[src/rtl/fpr_pkg.sv]
package fpr_pkg;
  typedef enum logic [1:0] {
    REN_IDLE  = 2'd0,
    REN_ALLOC = 2'd1,
    REN_ZERO  = 2'd2,
    REN_STALL = 2'd3
  } ren_kind_e;
endpackage

[src/rtl/fpr_range_check.sv]
module fpr_range_check #(
  parameter int LO = 64,
  parameter int HI = 96,
  parameter int PW = 7
) (
  input  logic [PW-1:0] idx,
  output logic          ok
);
  always_comb ok = (int'(idx) >= LO) && (int'(idx) < HI);
endmodule

[src/rtl/fpr_map_table.sv]
module fpr_map_table #(
  parameter int DEPTH = 32,
  parameter int BASE  = 64,
  parameter int AW    = 5,
  parameter int PW    = 7
) (
  input  logic          clk,
  input  logic          rst,
  input  logic          wr_en,
  input  logic [AW-1:0] wr_addr,
  input  logic [PW-1:0] wr_data,
  input  logic [AW-1:0] ra_addr,
  output logic [PW-1:0] ra_data,
  input  logic [AW-1:0] rb_addr,
  output logic [PW-1:0] rb_data
);
  logic [PW-1:0] mem [DEPTH];

  always_ff @(posedge clk) begin
    if (rst) begin
      for (int i = 0; i < DEPTH; i++) mem[i] <= PW'(BASE + i);
    end else if (wr_en) begin
      mem[wr_addr] <= wr_data;
    end
  end

  // Rename read port: combinational, so the old mapping is read before the write.
  always_comb ra_data = mem[ra_addr];

  // Lookup read port: registered, and it sees the value from before a same-edge write.
  always_ff @(posedge clk) begin
    if (rst) rb_data <= '0;
    else     rb_data <= mem[rb_addr];
  end

  AST_MAP_WRITE: assert property (@(posedge clk) disable iff (rst)
    wr_en |=> mem[$past(wr_addr)] == $past(wr_data));
endmodule

[src/rtl/fpr_rename_map.sv]
module fpr_rename_map #(
  parameter int NUM_ARCH     = 32,
  parameter int NUM_INT_PHYS = 64,
  parameter int NUM_PHYS     = 96,
  parameter bit ZERO_EN      = 1'b1,
  parameter int ZERO_ARCH    = 31,
  localparam int AW = $clog2(NUM_ARCH),
  localparam int PW = $clog2(NUM_PHYS)
) (
  input  logic          clk,
  input  logic          rst,
  input  logic          ren_valid,
  input  logic [AW-1:0] ren_arch,
  output logic          ren_ready,
  input  logic          fl_avail,
  input  logic [PW-1:0] fl_phys,
  output logic          fl_pop,
  output logic          ren_done,
  output logic [PW-1:0] ren_new_phys,
  output logic [PW-1:0] ren_old_phys,
  output logic          range_err,
  input  logic [AW-1:0] lk_arch,
  output logic [PW-1:0] lk_phys
);
  import fpr_pkg::*;

  localparam logic [PW-1:0] ZERO_PHYS = PW'(NUM_INT_PHYS + ZERO_ARCH);

  logic          is_zero;
  ren_kind_e     kind;
  logic [PW-1:0] cur_map;
  logic          idx_ok;

  always_comb is_zero = ZERO_EN && (ren_arch == AW'(ZERO_ARCH));

  always_comb begin
    if (!ren_valid)    kind = REN_IDLE;
    else if (is_zero)  kind = REN_ZERO;
    else if (fl_avail) kind = REN_ALLOC;
    else               kind = REN_STALL;
  end

  always_comb begin
    ren_ready = is_zero || fl_avail;
    fl_pop    = (kind == REN_ALLOC);
  end

  fpr_map_table #(
    .DEPTH(NUM_ARCH), .BASE(NUM_INT_PHYS), .AW(AW), .PW(PW)
  ) u_table (
    .clk(clk), .rst(rst),
    .wr_en(fl_pop), .wr_addr(ren_arch), .wr_data(fl_phys),
    .ra_addr(ren_arch), .ra_data(cur_map),
    .rb_addr(lk_arch), .rb_data(lk_phys)
  );

  fpr_range_check #(
    .LO(NUM_INT_PHYS), .HI(NUM_PHYS), .PW(PW)
  ) u_range (
    .idx(fl_phys), .ok(idx_ok)
  );

  always_ff @(posedge clk) begin
    if (rst) begin
      ren_done     <= 1'b0;
      ren_new_phys <= '0;
      ren_old_phys <= '0;
      range_err    <= 1'b0;
    end else begin
      ren_done  <= (kind == REN_ALLOC) || (kind == REN_ZERO);
      range_err <= (kind == REN_ALLOC) && !idx_ok;
      if (kind == REN_ZERO) begin
        ren_new_phys <= ZERO_PHYS;
        ren_old_phys <= ZERO_PHYS;
      end else if (kind == REN_ALLOC) begin
        ren_new_phys <= fl_phys;
        ren_old_phys <= cur_map;
      end
    end
  end

  AST_POP_HAS_ENTRY: assert property (@(posedge clk) disable iff (rst)
    fl_pop |-> fl_avail && ren_valid);
  AST_NO_DONE_ON_STALL: assert property (@(posedge clk) disable iff (rst)
    (ren_valid && !ren_ready) |=> !ren_done);
  AST_ZERO_NO_POP: assert property (@(posedge clk) disable iff (rst)
    (ZERO_EN && ren_valid && ren_arch == AW'(ZERO_ARCH)) |-> !fl_pop);
  AST_ZERO_RESULT: assert property (@(posedge clk) disable iff (rst)
    (ZERO_EN && ren_valid && ren_arch == AW'(ZERO_ARCH)) |=>
      (ren_done && ren_new_phys == ZERO_PHYS && ren_old_phys == ZERO_PHYS));
  AST_ERR_WITH_DONE: assert property (@(posedge clk) disable iff (rst)
    range_err |-> ren_done);
  AST_NEW_FROM_LIST: assert property (@(posedge clk) disable iff (rst)
    fl_pop |=> (ren_new_phys == $past(fl_phys)));
endmodule

[config.mk]
export PLATFORM = sky130hd
export DESIGN_NAME = fpr_rename_map
export DESIGN_NICKNAME = d
export VERILOG_FILES = /design/src/rtl/fpr_pkg.sv /design/src/rtl/fpr_range_check.sv /design/src/rtl/fpr_map_table.sv /design/src/rtl/fpr_rename_map.sv
export SDC_FILE = /design/constraint.sdc
export NUM_CORES = 1
export LEC_CHECK = 0
export ABC_CLOCK_PERIOD_IN_PS = 7900
export BUFFER_PORTS_ARGS = -buffer_cell sky130_fd_sc_hd__buf_2
export CAP_MARGIN = 5
export CORE_MARGIN = 2
export CORE_UTILIZATION = 40
export DETAILED_ROUTE_END_ITERATION = 7
export HOLD_SLACK_MARGIN = 0.05
export SYNTH_ARGS = -nofsm -noshare
export SYNTH_HDL_FRONTEND = slang
export SYNTH_SLANG_ARGS = --single-unit
[constraint.sdc]
create_clock -name clk -period 7.9 [get_ports clk]
set_input_delay 1.58 -clock clk [delete_from_list [all_inputs] [get_ports clk]]
set_output_delay 1.58 -clock clk [all_outputs]
set_load 0.02 [all_outputs]
# Word level (Yosys, flattened, before mapping)
# Memory sizes are Yosys's and may differ from the RTL's. A register that Yosys moved wholly into a read port is not among the register bits.
# Cells that the tools add are included.
[classes] n_lt_le_gt_ge=2 n_eq_ne=3 mux=15 n_reduce_logical=8
[ops] op="two-way mux 7 bit" n=5
[ops] op="greater-or-equal comparator 7 bit, second input constant" n=1
[ops] op="less-than comparator 7 bit, second input constant" n=1
[ops] op="OR reduction 7 bit" n=1
[ops] op="two-way mux 1 bit" n=6
[ops] op="two-way mux 2 bit" n=3
[ops] op="== test 5 bit, second input constant" n=1
[ops] op="two-way mux 5 bit" n=1
[ops] op="== test 2 x 1 -> 1 bit, second input constant" n=1
[ops] op="== test 2 bit, second input constant" n=1
[ops] op="logical AND 1 bit" n=2
[ops] op="logical OR 1 bit" n=2
[ops] op="nonzero test 2 bit" n=1
[ops] op="OR reduction 2 bit" n=1
[ops] op="logical NOT 1 bit" n=1
[word_totals] reg_bits=16 ramBits=224 inputBits=21 elab_cells=35 memories=1
[mem_list] memory="u_table.mem" depth=32 width=7 rd=2 rd_ports_with_merged_regs=1 write_ports=32 line="fpr_map_table.sv:17" rtl="logic [PW-1:0] mem [DEPTH];"

# Logic depth before layout (Yosys ltp)
[logic_depth] depth_word=9 ltp_mapped=13 depth_no_buf=10

# Cells and area by module
# From an unflattened synthesis, not the netlist that was laid out.
[unflattened] cells_unflattened=891 area_unflattened_um2=13182.6
[by_module_without_submodules] mod="fpr_map_table" n_inst=1 cells_each=813 area_each_um2=12440.7
[by_module_without_submodules] mod="fpr_rename_map" n_inst=1 cells_each=77 area_each_um2=728.2
[by_module_without_submodules] mod="fpr_range_check" n_inst=1 cells_each=1 area_each_um2=13.8

# Worst setup path after synthesis
# OpenSTA, ideal clock, no wires.
[synth_timing] path_type="input-to-output" from="input ren_arch[2]" to="output fl_pop" t_arrival_ns=2.799 required_ns=6.320 setup_slack_ns=3.521 path_stages=7 n_path_buf=2 cell_sequence="clkbuf_1 > nand3_1 > clkbuf_1 > or2_2 > nand2_1 > nand2_1 > ha_1"
[synth_via] elab_chain_cells=4
[synth_rtl] element="start: declaration" line="fpr_rename_map.sv:13" rtl="input logic [AW-1:0] ren_arch,"
[synth_rtl] element="== test 5 bit" line="fpr_rename_map.sv:34" rtl="always_comb is_zero = ZERO_EN && (ren_arch == AW'(ZERO_ARCH));"
[synth_rtl] element="two-way mux 2 bit" line="fpr_rename_map.sv:38" rtl="else if (is_zero) kind = REN_ZERO;"
[synth_rtl] element="two-way mux 2 bit" line="fpr_rename_map.sv:37" rtl="if (!ren_valid) kind = REN_IDLE;"
[synth_rtl] element="== test 2 x 1 -> 1 bit" line="fpr_rename_map.sv:45" rtl="fl_pop = (kind == REN_ALLOC);"
[synth_rtl] element="end: declaration" line="fpr_rename_map.sv:17" rtl="output logic fl_pop,"
# No other way between the ends.

# Worst setup path after layout
# Ends and elaborated chain as after synthesis.

==> flow_metrics.py <==
metrics = {
    "run_status": {
        "status": "complete, no violations",
    },
    "worst_setup_path": {
        "cp_startpoint": "ren_arch[2]",
        "critical_path_buf_inv_count": 3,
        "worst-endpoint-arrival_ps": 3370,
        "cpPeakStageDelay_ps": 430,
        "path_delay_family": "buffers and inverters",
        "critical_path_required_time_ps": 6320,
        "slowest_stage": "sky130_fd_sc_hd__buf_2",
        "critical_path.endpoint": "fl_pop",
        "worst_r2r_startpoint": "u_table.mem[30][4]$_SDFFCE_PN1P_",
        "crit-reg2reg-capture": "u_table.rb_data[4]$_SDFF_PP0_",
        "timing.critical_path.depth": 8,
        "critical_path.startpoint_type": "input port",
        "crit_chain": "buf_2, nand3_1, buf_4, or2_2, nand2_1, nand2_1, ha_1, buf_2",
        "timing.critical_path.to_type": "output port",
        "r2r.worst_path.cells": 4,
        "regToRegSetupSlack_ps": 6060,
        "cp_max_fo": 30,
        "worst-setup-path-type": "in2out",
    },
    "placement": {
        "place_congestion": 0.892,
        "place.detailed.hpwl_um": 26200,
        "port_buffers": 45,
        "placed_cells": 1383,
        "detailedPlace.worstSlack_ps": 2870,
    },
    "drt": {
        "drt-wirelength-per-cell_um": 27.4,
        "detail_route.drc_violations": 0,
        "detail_route.wirelength.met1_um": 16200,
        "drt-pass1-iter-count": 5,
        "dr.first_iter.drc_count": 853,
        "vias_per_cell": 6.10,
        "met2_wirelength_um": 18200,
        "totalWireLength_um": 39400,
        "met3WireLength_um": 3240,
        "antenna_violating_nets_post_route": 0,
        "num_vias": 8747,
        "top_layer_reached_by_signal_wires": "met4",
    },
    "cts": {
        "numCtsBuffers": 28,
        "depth_of_the_cts_h_tree": 1,
        "root_buffer_cell": "sky130_fd_sc_hd__clkbuf_16",
        "holdBufCountCts": 0,
        "cts_resized": 0,
        "clock_path_buffers": 3,
        "postCtsSetupRepairBufs": 0,
        "worst_setup_hold_path_clk_slew_ps": 60,
        "cts_tree": "built",
        "clock_tree_sinks": 247,
        "clock_latency_ps": 560,
    },
    "logic_synthesis": {
        "syn-num-nets": 1015,
        "synthesis.area_mm2": 0.0133,
        "synth.yosys.warnings": 0,
        "synth.ff_latch_count": 247,
        "synth-edff-count": 224,
        "synthFlopType": "sky130_fd_sc_hd__edfxtp_1",
        "yosysUniqueCellTypes": 47,
        "synth_seq_area_share_pct": 54.0,
        "ys_async_sr_fraction_pct": 0,
        "post_synth_inst_count": 991,
        "mean_area_per_synthesized_cell_um2": 13.4,
    },
    "global_route": {
        "grt.total_usage_pct": 22.4,
        "grt_start_max_net_pins": 52,
        "via_count_of_the_first_global_routing_pass": 8489,
        "number_of_antenna_violations_at_the_first_check_in_global_routing": 1,
        "overflow": 0,
        "grt_pass1_wl_um": 57500,
    },
    "power": {
        "pwr-share-seq_pct": 47.6,
        "p_int_mw": 2.44,
        "powerDensity_mw_per_mm2": 224,
        "p_sw_share_pct": 25.1,
        "share_clk_of_total_power_pct": 40.9,
        "comb_power_share_pct": 11.5,
        "peakVddDrop_mv": 0.144,
        "power.leakage_nw": 4.88,
        "power_switching_uw": 817,
    },
    "sta": {
        "timing.setup.tns_ps": 0,
        "post-route-worst-setup-slack_ps": 2950,
        "finalCritPeriodShare_pct": 62.6,
        "report.final.slew_viol_count": 0,
        "fin_crit_ps": 4950,
        "unrepaired_setup_endpoints_after_global_routing": "no",
        "timing.final.hold_violations": 0,
        "max_slew.worst_pin.slew_ps": 990,
        "slew_headroom_pct": 33.8,
        "timing.final.setup_violations": 0,
        "max_freq_mhz": 202,
        "worst_clock_skew_ps": 31.8,
    },
    "finish": {
        "layout_cells_sized_above_1_pct": 22.9,
        "final_non_filler_cells": 1435,
        "multi_input_comb_area_mm2": 0.00554,
        "nets": 995,
        "filler_cell_count": 2922,
        "area_growth_pct": 9.70,
        "most-common-layout-cells": "224 x sky130_fd_sc_hd__edfxtp_1, 103 x sky130_fd_sc_hd__or3_1, 89 x sky130_fd_sc_hd__mux4_2",
        "layout.core_utilization_pct": 44.7,
        "layout.cells.most_common": "sky130_fd_sc_hd__edfxtp_1",
        "sequential_cell_area_in_the_final_layout_mm2": 0.00719,
    },
    "floorplanning": {
        "fp.dieH_um": 186,
        "initial_utilization_pct": 40.8,
        "fp.dieW_um": 186,
        "top_level_pins": 46,
        "std_cell_rows": 66,
        "die_area_mm2": 0.0347,
        "coreArea_mm2": 0.0326,
    },
    "run": {
        "drv.max_cap_violation_count": 0,
    },
    "min_path": {
        "whs_path_depth": 2,
        "hold_class": "reg2reg",
    },
}
[layout make-up]
type | count | share of cell area (%)
clock buffer | 35 | 5.13
multi-input combinational | 627 | 38.0
sequential | 247 | 49.3
antenna | 1 | 0.0171
clock inverter | 16 | 1.30
tap | 442 | 3.79
inverter | 10 | 0.257
timing repair buffer | 57 | 2.26
[worst min path at each step]
stage,from,to,slack (ps)
2_1_floorplan,ren_new_phys[1]$_SDFFE_PP0P_,ren_new_phys[1]$_SDFFE_PP0P_,570
3_3_place_gp,ren_new_phys[0]$_SDFFE_PP0P_,ren_new_phys[0]$_SDFFE_PP0P_,490
3_5_place_dp,ren_new_phys[6]$_SDFFE_PP0P_,ren_new_phys[6]$_SDFFE_PP0P_,490
4_1_cts,ren_new_phys[6]$_SDFFE_PP0P_,ren_new_phys[6]$_SDFFE_PP0P_,500
5_1_grt,ren_new_phys[0]$_SDFFE_PP0P_,ren_new_phys[0]$_SDFFE_PP0P_,520
6_report,ren_new_phys[6]$_SDFFE_PP0P_,ren_new_phys[6]$_SDFFE_PP0P_,510
[synth_stat cells (all sizes together) (5+ instances only)]
master	instances	area share, %
a21boi	5	0.28
a21oi	14	0.53
a221o	5	0.38
a221oi	5	0.56
a22o	12	0.79
a22oi	23	1.3
a31oi	6	0.28
and2	81	3.8
and3	7	0.33
buf	42	2.2
clkbuf	65	1.8
dfxtp	23	3.5
edfxtp	224	51
inv	10	0.28
mux2i	45	3.4
mux4	89	15
nand2	19	0.54
nand2b	25	1.2
nand3	8	0.30
nor2	45	1.3
nor2b	11	0.52
nor3	39	1.6
o211ai	5	0.28
o22ai	22	1.0
or2	34	1.6
or3	103	4.8
[flip-flops by register name (all words and copies together), names as in the netlist]
register         cells
u_table.rb_data      7
ren_new_phys         7
range_err            1
ren_done             1
u_table.mem        224
ren_old_phys         7
[cell families (layout without fill, tap and decap cells)]
group | count (synthesis) | count (layout) | share of synthesized area, %
and+or+nand+nor | 384 | 384 | 16.8
DFF | 247 | 247 | 54.0
muxes | 138 | 138 | 18.8
buffers and inverters | 117 | 118 | 4.30
AOI/OAI and AO/OA | 102 | 102 | 5.79
adders and majority gates | 3 | 3 | 0.282
other | 0 | 1 | 0
[through the flow]
stage	power (mW)	area (um^2)	hold slack [ps]
after floorplan	1.81	13300	569
after global placement	1.95	13700	488
after detailed placement	1.95	13700	487
after CTS	3.27	14600	504
after global routing	3.34	14600	521
final	3.26	14600	506
[power groups by stage]
stage | clock [mW] | combinational, mW | sequential (mW)
2_1_floorplan | 0 | 0.247 | 1.56
3_3_place_gp | 0 | 0.368 | 1.58
3_5_place_dp | 0 | 0.369 | 1.58
4_1_cts | 1.34 | 0.371 | 1.55
5_1_grt | 1.39 | 0.392 | 1.56
6_report | 1.34 | 0.374 | 1.55
[worst min-delay path, delay by kind of cell, from the launching register on]
kind / cells / cell delay, ps
DFF: 1 / 310
and+or+nand+nor: 2 / 160
[routing by layer]
layer	GRT usage, %	vias up
met5	0	-
met4	8.68	0
met3	4.51	96
met2	35.9	450
met1	30.2	4419
li1	-	3782
Note: power is estimated with default switching activity, not from simulation.
